===== config.mk =====
export PLATFORM = sky130hd
export DESIGN_NAME = ga_search_engine
export DESIGN_NICKNAME = d
export VERILOG_FILES = /design/src/rtl/ga_pkg.sv /design/src/rtl/ga_lfsr.sv /design/src/rtl/ga_qualify.sv /design/src/rtl/ga_breed.sv /design/src/rtl/ga_search_engine.sv
export SDC_FILE = /design/constraint.sdc
export NUM_CORES = 1
export LEC_CHECK = 0
export ABC_AREA = 1
export BUFFER_PORTS_ARGS = -buffer_cell sky130_fd_sc_hd__buf_2
export CORE_UTILIZATION = 48
export CTS_BUF_LIST = sky130_fd_sc_hd__clkbuf_4 sky130_fd_sc_hd__clkbuf_8
export DETAILED_ROUTE_END_ITERATION = 10
export GPL_TIMING_DRIVEN = 0
export PLACE_DENSITY = 0.74
export SYNTH_ARGS = -nofsm -noshare
export SYNTH_HDL_FRONTEND = slang
export SYNTH_SLANG_ARGS = --single-unit

===== constraint.sdc =====
create_clock -name clk -period 9.2 [get_ports clk]
set_clock_uncertainty 0.2 [all_clocks]
set_input_delay 0.46 -clock clk [delete_from_list [all_inputs] [get_ports clk]]
set_output_delay 0.46 -clock clk [all_outputs]
set_load 0.02 [all_outputs]

===== src/rtl/ga_pkg.sv =====
package ga_pkg;
  typedef enum logic [3:0] {
    ST_IDLE,
    ST_SEED,
    ST_ISSUE,
    ST_WAIT,
    ST_SELECT,
    ST_FIX,
    ST_PICK,
    ST_CROSS,
    ST_MUT,
    ST_WRITE,
    ST_DONE
  } ga_state_t;
endpackage


===== src/rtl/ga_lfsr.sv =====
module ga_lfsr #(
  parameter int          W     = 16,
  parameter logic [15:0] TAPS  = 16'hB400,
  parameter logic [15:0] SEED  = 16'hACE1,
  parameter int          STEPS = 16
) (
  input  logic         clk,
  input  logic         rst,
  output logic [W-1:0] rnd
);
  logic [W-1:0] state, nxt;

  always_comb begin
    nxt = state;
    for (int k = 0; k < STEPS; k++) begin
      nxt = nxt[0] ? ((nxt >> 1) ^ TAPS[W-1:0]) : (nxt >> 1);
    end
  end

  always_ff @(posedge clk) begin
    if (rst) state <= SEED[W-1:0];
    else     state <= nxt;
  end

  assign rnd = state;
endmodule


===== src/rtl/ga_qualify.sv =====
module ga_qualify #(
  parameter int SW    = 8,
  parameter int SUM_W = 11,
  parameter int NUM   = 8,
  parameter int DEN   = 10
) (
  input  logic [SW-1:0]    score,
  input  logic [SUM_W-1:0] total,
  output logic             pass
);
  localparam int PW = SUM_W + 8;
  logic [PW-1:0] lhs, rhs;

  always_comb begin
    lhs  = PW'(score) * PW'(DEN);
    rhs  = PW'(total) * PW'(NUM);
    pass = lhs > rhs;
  end
endmodule


===== src/rtl/ga_breed.sv =====
module ga_breed #(
  parameter int CW    = 5,
  parameter int CUT_W = 3,
  parameter int POS_W = 3
) (
  input  logic [CW-1:0]    pa,
  input  logic [CW-1:0]    pb,
  input  logic             do_x,
  input  logic [CUT_W-1:0] cut,
  input  logic             do_m0,
  input  logic [POS_W-1:0] pos0,
  input  logic             do_m1,
  input  logic [POS_W-1:0] pos1,
  output logic [CW-1:0]    c0,
  output logic [CW-1:0]    c1
);
  logic [CW-1:0] hi_mask, x0, x1, f0, f1;

  for (genvar i = 0; i < CW; i++) begin : g_bits
    assign hi_mask[i] = do_x && (CUT_W'(i) >= cut);
    assign f0[i]      = do_m0 && (POS_W'(i) == pos0);
    assign f1[i]      = do_m1 && (POS_W'(i) == pos1);
  end

  assign x0 = (pa & ~hi_mask) | (pb & hi_mask);
  assign x1 = (pb & ~hi_mask) | (pa & hi_mask);
  assign c0 = x0 ^ f0;
  assign c1 = x1 ^ f1;
endmodule


===== src/rtl/ga_search_engine.sv =====
module ga_search_engine #(
  parameter int CW    = 5,
  parameter int SW    = 8,
  parameter int POP_N = 8,
  parameter int GEN_W = 8,
  parameter int TH_W  = 8,
  parameter int Q_NUM = 8,
  parameter int Q_DEN = 10
) (
  input  logic             clk,
  input  logic             rst,
  input  logic             start,
  input  logic [GEN_W-1:0] gen_limit,
  input  logic [TH_W-1:0]  xover_th,
  input  logic [TH_W-1:0]  mut_th,
  output logic             eval_req,
  output logic [CW-1:0]    eval_chrom,
  input  logic             eval_valid,
  input  logic [SW-1:0]    eval_score,
  output logic             done,
  output logic [CW-1:0]    best_chrom,
  output logic [SW-1:0]    best_score
);
  import ga_pkg::*;

  localparam int IDX_W  = $clog2(POP_N);
  localparam int PAIRS  = POP_N / 2;
  localparam int PAIR_W = (PAIRS > 1) ? $clog2(PAIRS) : 1;
  localparam int SUM_W  = SW + IDX_W;
  localparam int CUT_W  = $clog2(CW);
  localparam int POS_W  = $clog2(CW);
  localparam int RW     = 16;
  localparam logic [SW-1:0] MAX_S = {SW{1'b1}};

  ga_state_t         st;
  logic [RW-1:0]     rnd;
  logic [IDX_W-1:0]  idx;
  logic [IDX_W:0]    nsel;
  logic [PAIR_W-1:0] pair;
  logic [SUM_W-1:0]  sum;
  logic [GEN_W:0]    gen_cnt;
  logic [GEN_W-1:0]  lim_q;
  logic [TH_W-1:0]   xth_q, mth_q;
  logic [CW-1:0]     pop [POP_N];
  logic [SW-1:0]     fit [POP_N];
  logic [CW-1:0]     pool [POP_N];
  logic [CW-1:0]     gb_chrom;
  logic [SW-1:0]     gb_score;
  logic [CW-1:0]     pa, pb;
  logic              dx, dm0, dm1;
  logic [CUT_W-1:0]  cut;
  logic              qual;
  logic [CW-1:0]     c0, c1;
  logic [IDX_W-1:0]  ia, ib;
  logic [CUT_W-1:0]  cut_n;
  logic [POS_W-1:0]  pos0, pos1;

  ga_lfsr #(.W(RW)) u_rng (
    .clk(clk), .rst(rst), .rnd(rnd)
  );

  ga_qualify #(.SW(SW), .SUM_W(SUM_W), .NUM(Q_NUM), .DEN(Q_DEN)) u_qual (
    .score(fit[idx]), .total(sum), .pass(qual)
  );

  ga_breed #(.CW(CW), .CUT_W(CUT_W), .POS_W(POS_W)) u_breed (
    .pa(pa), .pb(pb), .do_x(dx), .cut(cut),
    .do_m0(dm0), .pos0(pos0), .do_m1(dm1), .pos1(pos1),
    .c0(c0), .c1(c1)
  );

  // Scale random bytes into ranges without division: (r * n) >> 8
  always_comb begin
    logic [15:0] pa_p, pb_p, cu_p, p0_p, p1_p;
    pa_p  = {8'd0, rnd[7:0]}  * 16'(nsel);
    pb_p  = {8'd0, rnd[15:8]} * 16'(nsel);
    cu_p  = {8'd0, rnd[15:8]} * 16'(CW - 1);
    p0_p  = {8'd0, rnd[7:0]}  * 16'(CW);
    p1_p  = {8'd0, rnd[15:8]} * 16'(CW);
    ia    = IDX_W'(pa_p[15:8]);
    ib    = IDX_W'(pb_p[15:8]);
    cut_n = CUT_W'(cu_p[15:8]) + CUT_W'(1);
    pos0  = POS_W'(p0_p[15:8]);
    pos1  = POS_W'(p1_p[15:8]);
  end

  always_ff @(posedge clk) begin
    if (rst) begin
      st         <= ST_IDLE;
      idx        <= '0;
      nsel       <= '0;
      pair       <= '0;
      sum        <= '0;
      gen_cnt    <= '0;
      lim_q      <= '0;
      xth_q      <= '0;
      mth_q      <= '0;
      gb_chrom   <= '0;
      gb_score   <= '0;
      pa         <= '0;
      pb         <= '0;
      dx         <= 1'b0;
      dm0        <= 1'b0;
      dm1        <= 1'b0;
      cut        <= '0;
      eval_req   <= 1'b0;
      eval_chrom <= '0;
      done       <= 1'b0;
      best_chrom <= '0;
      best_score <= '0;
    end else begin
      case (st)
        ST_IDLE, ST_DONE: begin
          if (start) begin
            lim_q      <= gen_limit;
            xth_q      <= xover_th;
            mth_q      <= mut_th;
            gen_cnt    <= '0;
            best_chrom <= '0;
            best_score <= '0;
            done       <= 1'b0;
            idx        <= '0;
            st         <= ST_SEED;
          end
        end
        ST_SEED: begin
          pop[idx] <= rnd[CW-1:0];
          idx      <= idx + 1'b1;
          if (idx == IDX_W'(POP_N - 1)) begin
            sum <= '0;
            st  <= ST_ISSUE;
          end
        end
        ST_ISSUE: begin
          eval_req   <= 1'b1;
          eval_chrom <= pop[idx];
          st         <= ST_WAIT;
        end
        ST_WAIT: begin
          if (eval_valid) begin
            eval_req <= 1'b0;
            fit[idx] <= eval_score;
            sum      <= sum + SUM_W'(eval_score);
            if (eval_score > best_score) begin
              best_score <= eval_score;
              best_chrom <= eval_chrom;
            end
            if (idx == '0 || eval_score > gb_score) begin
              gb_score <= eval_score;
              gb_chrom <= eval_chrom;
            end
            if (eval_score == MAX_S) begin
              done <= 1'b1;
              st   <= ST_DONE;
            end else if (idx == IDX_W'(POP_N - 1)) begin
              gen_cnt <= gen_cnt + 1'b1;
              idx     <= '0;
              nsel    <= '0;
              if (gen_cnt + 1'b1 >= {1'b0, lim_q}) begin
                done <= 1'b1;
                st   <= ST_DONE;
              end else begin
                st <= ST_SELECT;
              end
            end else begin
              idx <= idx + 1'b1;
              st  <= ST_ISSUE;
            end
          end
        end
        ST_SELECT: begin
          if (qual) begin
            pool[nsel[IDX_W-1:0]] <= pop[idx];
            nsel <= nsel + 1'b1;
          end
          idx <= idx + 1'b1;
          if (idx == IDX_W'(POP_N - 1)) st <= ST_FIX;
        end
        ST_FIX: begin
          if (nsel < (IDX_W+1)'(2)) begin
            pool[0] <= gb_chrom;
            pool[1] <= gb_chrom;
            nsel    <= (IDX_W+1)'(2);
          end
          pair <= '0;
          st   <= ST_PICK;
        end
        ST_PICK: begin
          pa <= pool[ia];
          pb <= pool[ib];
          st <= ST_CROSS;
        end
        ST_CROSS: begin
          dx  <= rnd[7:0] < xth_q;
          cut <= cut_n;
          st  <= ST_MUT;
        end
        ST_MUT: begin
          dm0 <= rnd[7:0] < mth_q;
          dm1 <= rnd[15:8] < mth_q;
          st  <= ST_WRITE;
        end
        ST_WRITE: begin
          pop[{pair, 1'b0}] <= c0;
          pop[{pair, 1'b1}] <= c1;
          if (pair == PAIR_W'(PAIRS - 1)) begin
            idx <= '0;
            sum <= '0;
            st  <= ST_ISSUE;
          end else begin
            pair <= pair + 1'b1;
            st   <= ST_PICK;
          end
        end
        default: st <= ST_IDLE;
      endcase
    end
  end
endmodule


==> results.md <==
* Placed instance area at 17,220 sq um
* Grt total ovfl at 0
* TNS Setup at 0 ns
* Final setup violation count at 0
* TritonCTS clock tree: yes
* Initial Util at 48.73%
* Most common flop cell mapped by yosys: edfxtp_1
* Routed vias at 14,540
* Pre-CTS setup slack at 3.121 ns
* GRT Util Overall at 24.91%
* Routed Antenna Nets at 0
* Async set-reset flop share out of synthesis at 0%
* Hpwl dp at 32,170 um
* Reg power frac at 30.2%
* Failing checks: max-capacitance violations
* Resize count post-CTS at 0
* IO buf count at 55
* Largest net degree at the start of global routing at 16
* CTS root buf: clkbuf_8
* DRC viols at 0
* CTS clk-pin slew, worst paths at 0.06 ns
* Setup ws final at 2.962 ns
* Outcome: finished, violations left
* Combinational power share at 47.0%
* Final Hold Fails at 0
* Initial antenna violation count at 0
* WL final at 43,810 um
* # nets final at 2,355
* Setup crit start kind: register
* Hold Crit Class: in2reg
* GP Congestion at 0.9308
* Synth area leader: edfxtp_1
* Commonest non-fill, non-tap cell in the layout: nand2_1
* Ys Warns at 0
* Antenna diode count at 0
* Site Rows at 67
* Kind of critical path: reg2reg
* Core box area at 33,530 sq um
* Fraction of layout cells with a size suffix above 1 at 9.446%
* Net Sw Power at 0.002212 W
* Clk buf depth at 3
* Total die area at 34,780 sq um
* Clock power frac at 22.7%
* Mapped cell area at 16,340 sq um
* Worst slew margin at 1.535%
* Max capacitance violation total at 1
* WL/cell at 16.53 um
* Max-slew violations at 0
* Switching Share at 42.42%
* Final worst path period share at 67.80%
* Avg Inst Size Synth at 8.029 sq um
* Max Fanout on Critical Path at 10
* Commonest non-fill, non-tap cells in the layout: nand2_1, inv_1, nand3_1, a21oi_1, o21ai_0
* Mapped Nets at 2,225
* Yosys cell types at 51
* Ranking of synthesized cells by area: edfxtp_1, dfxtp_1, nand2_1, ha_1, inv_1
* Crit path DAT at 6.23 ns
* P_leak at 8.144 nW
* Yosys reg bits at 269
* Finished Cell Area at 18,480 sq um
* Sequential fraction of the synthesis area at 41.78%
* H-tree levels at 2
* Boundary Pins at 56
* Synth top area share at 26.46%
* Min cycle time layout at 6.238 ns
* Worst Tran Pin Value at 1.458 ns
* Drt first-iter violations at 1,235
* F_max at 160.3 MHz
* TritonCTS Buffers at 46
* Vias in the first global route at 14,008
* DR pass1 iterations at 5
* Power density cells at 282.3 nW/um^2
* Critical Path RT at 9.19 ns
* Global-route wire length before repair at 70,150 um
* CTS Sinks at 269
* Clk_lat worst skew at 0.59 ns
* Die extent in y at 186.5 um
* Via density at 5.487
* Int Pwr at 0.003004 W
* Die Wd at 186.5 um
* RSZ-0062 raised after global routing: no
* Post-Syn Instances at 2,035
* CP Capture Type: register
* Number of flops mapped to enable cells by yosys at 144
* Area growth from synthesis to layout at 13.09%
* VDD IR max at 0.1686 mV
[cell families after synthesis]
| logic type | Yosys count | share of synthesized area, % |
|---|---|---|
| flip-flops | 269 | 41.78 |
| AO/OA/AOI/OAI | 380 | 12.48 |
| adder cells (fa/ha/maj) | 154 | 12.90 |
| XOR/XNOR | 50 | 2.680 |
| multiplexers | 1 | 0.06891 |
| AND/OR/NAND/NOR | 825 | 21.59 |
| buffers and inverters | 356 | 8.500 |
[power by group through the flow]
stage | combinational [W] | clock, W | sequential [W]
floorplan | 0.00175 | 0 | 0.00156
detailed placement | 0.00241 | 0 | 0.00160
CTS | 0.00243 | 0.00119 | 0.00157
finish | 0.00245 | 0.00119 | 0.00158
global route | 0.00279 | 0.00125 | 0.00159
global placement | 0.00228 | 0 | 0.00160
[critical path: stages (launching register included)]
cell,delay [ns]
dfxtp_1,0.32
clkbuf_1,0.38
clkbuf_1,0.39
buf_2,0.30
o21ai_0,0.11
o22ai_1,0.22
nor2_1,0.06
a31oi_1,0.31
ha_1,0.30
ha_1,0.35
nand3_1,0.09
and2_1,0.18
inv_1,0.06
a21oi_1,0.06
o21ai_0,0.28
xnor2_1,0.17
inv_1,0.08
ha_1,0.30
nand2_1,0.09
o21ai_0,0.19
nand2_1,0.08
o211ai_1,0.08
nand2_1,0.19
nor2_1,0.20
nand3_1,0.12
nor3_1,0.70
[routing by layer]
metal  wire length [um]  part of all wire [%]  GRT usage, %
met3               2696                   6.2         3.498
met2              20970                    48         42.57
met1              18990                    43         32.30
met4               1159                   2.6         8.544
met5                  0                     0             0
[flip-flops by register name (all words and copies together) (netlist names), 9 cells and up, named ones only]
register	flops
gen_cnt	9
u_rng.rnd	16
sum	11
pool	40
fit	64
pop	40
[path summary, 6_finish.rpt]
check              startpoint         end  slack [ns]  depth (start not counted)
setup / recovery     register  pool[5][0]        2.96                         25
hold / removal    xover_th[6]    xth_q[6]        0.06                          3
setup reg to reg     register  pool[5][0]        2.96                         25
hold reg to reg          done        done        0.26                          2
[layout make-up]
cell class,count,area [sq um]
fill,3029,15050
multi-input combinational,1410,8149
sequential,269,6827
inverter,277,1042
clock buffer,63,792.0
tap,448,560.5
timing repair buffer,82,538.0
buffer,79,346.6
clock inverter,22,222.7
[timing repair]
action,4_1_cts,5_1_grt
hold endpoints to repair,26,0
setup endpoints to repair,0,0
buffers inserted,0,0
hold buffers,24,0
[synth_stat cells, types with 2 or more instances]
master,n
buf_4,5
nand4_1,25
clkbuf_1,44
o2111ai_1,2
clkinv_1,3
inv_1,264
o21a_1,3
nand3b_1,5
o21ai_2,2
inv_2,9
or2_2,9
nand3_1,174
o22ai_1,20
o21ai_0,148
nand2_1,434
nor3_1,14
a211oi_1,5
and2_1,2
nand2_4,2
a31oi_1,7
o41ai_1,4
xor2_1,34
o221ai_1,2
fa_1,24
nor2_2,3
o211ai_1,3
dfxtp_1,125
edfxtp_1,144
buf_2,25
nand2_2,5
buf_1,5
xnor2_1,16
nor4_1,5
o21ai_1,15
ha_1,130
a21o_1,3
nor2_1,142
nor2_4,2
o31ai_1,2
a21oi_1,156
o21bai_1,3
[through the flow]
stage                     std cells  util (%)  total power, W  hold WS [ns]
after floorplan                2035         -        0.003306        0.2244
after global placement         2538     51.22        0.003876        0.2418
after detailed placement       2541     51.36        0.004007        0.2414
after CTS                      2650     55.10        0.005203      0.007273
after global routing           2650     55.10        0.005620       0.04373
final                          2650     55.10        0.005216       0.05755
(Power assumes the default switching activity.)
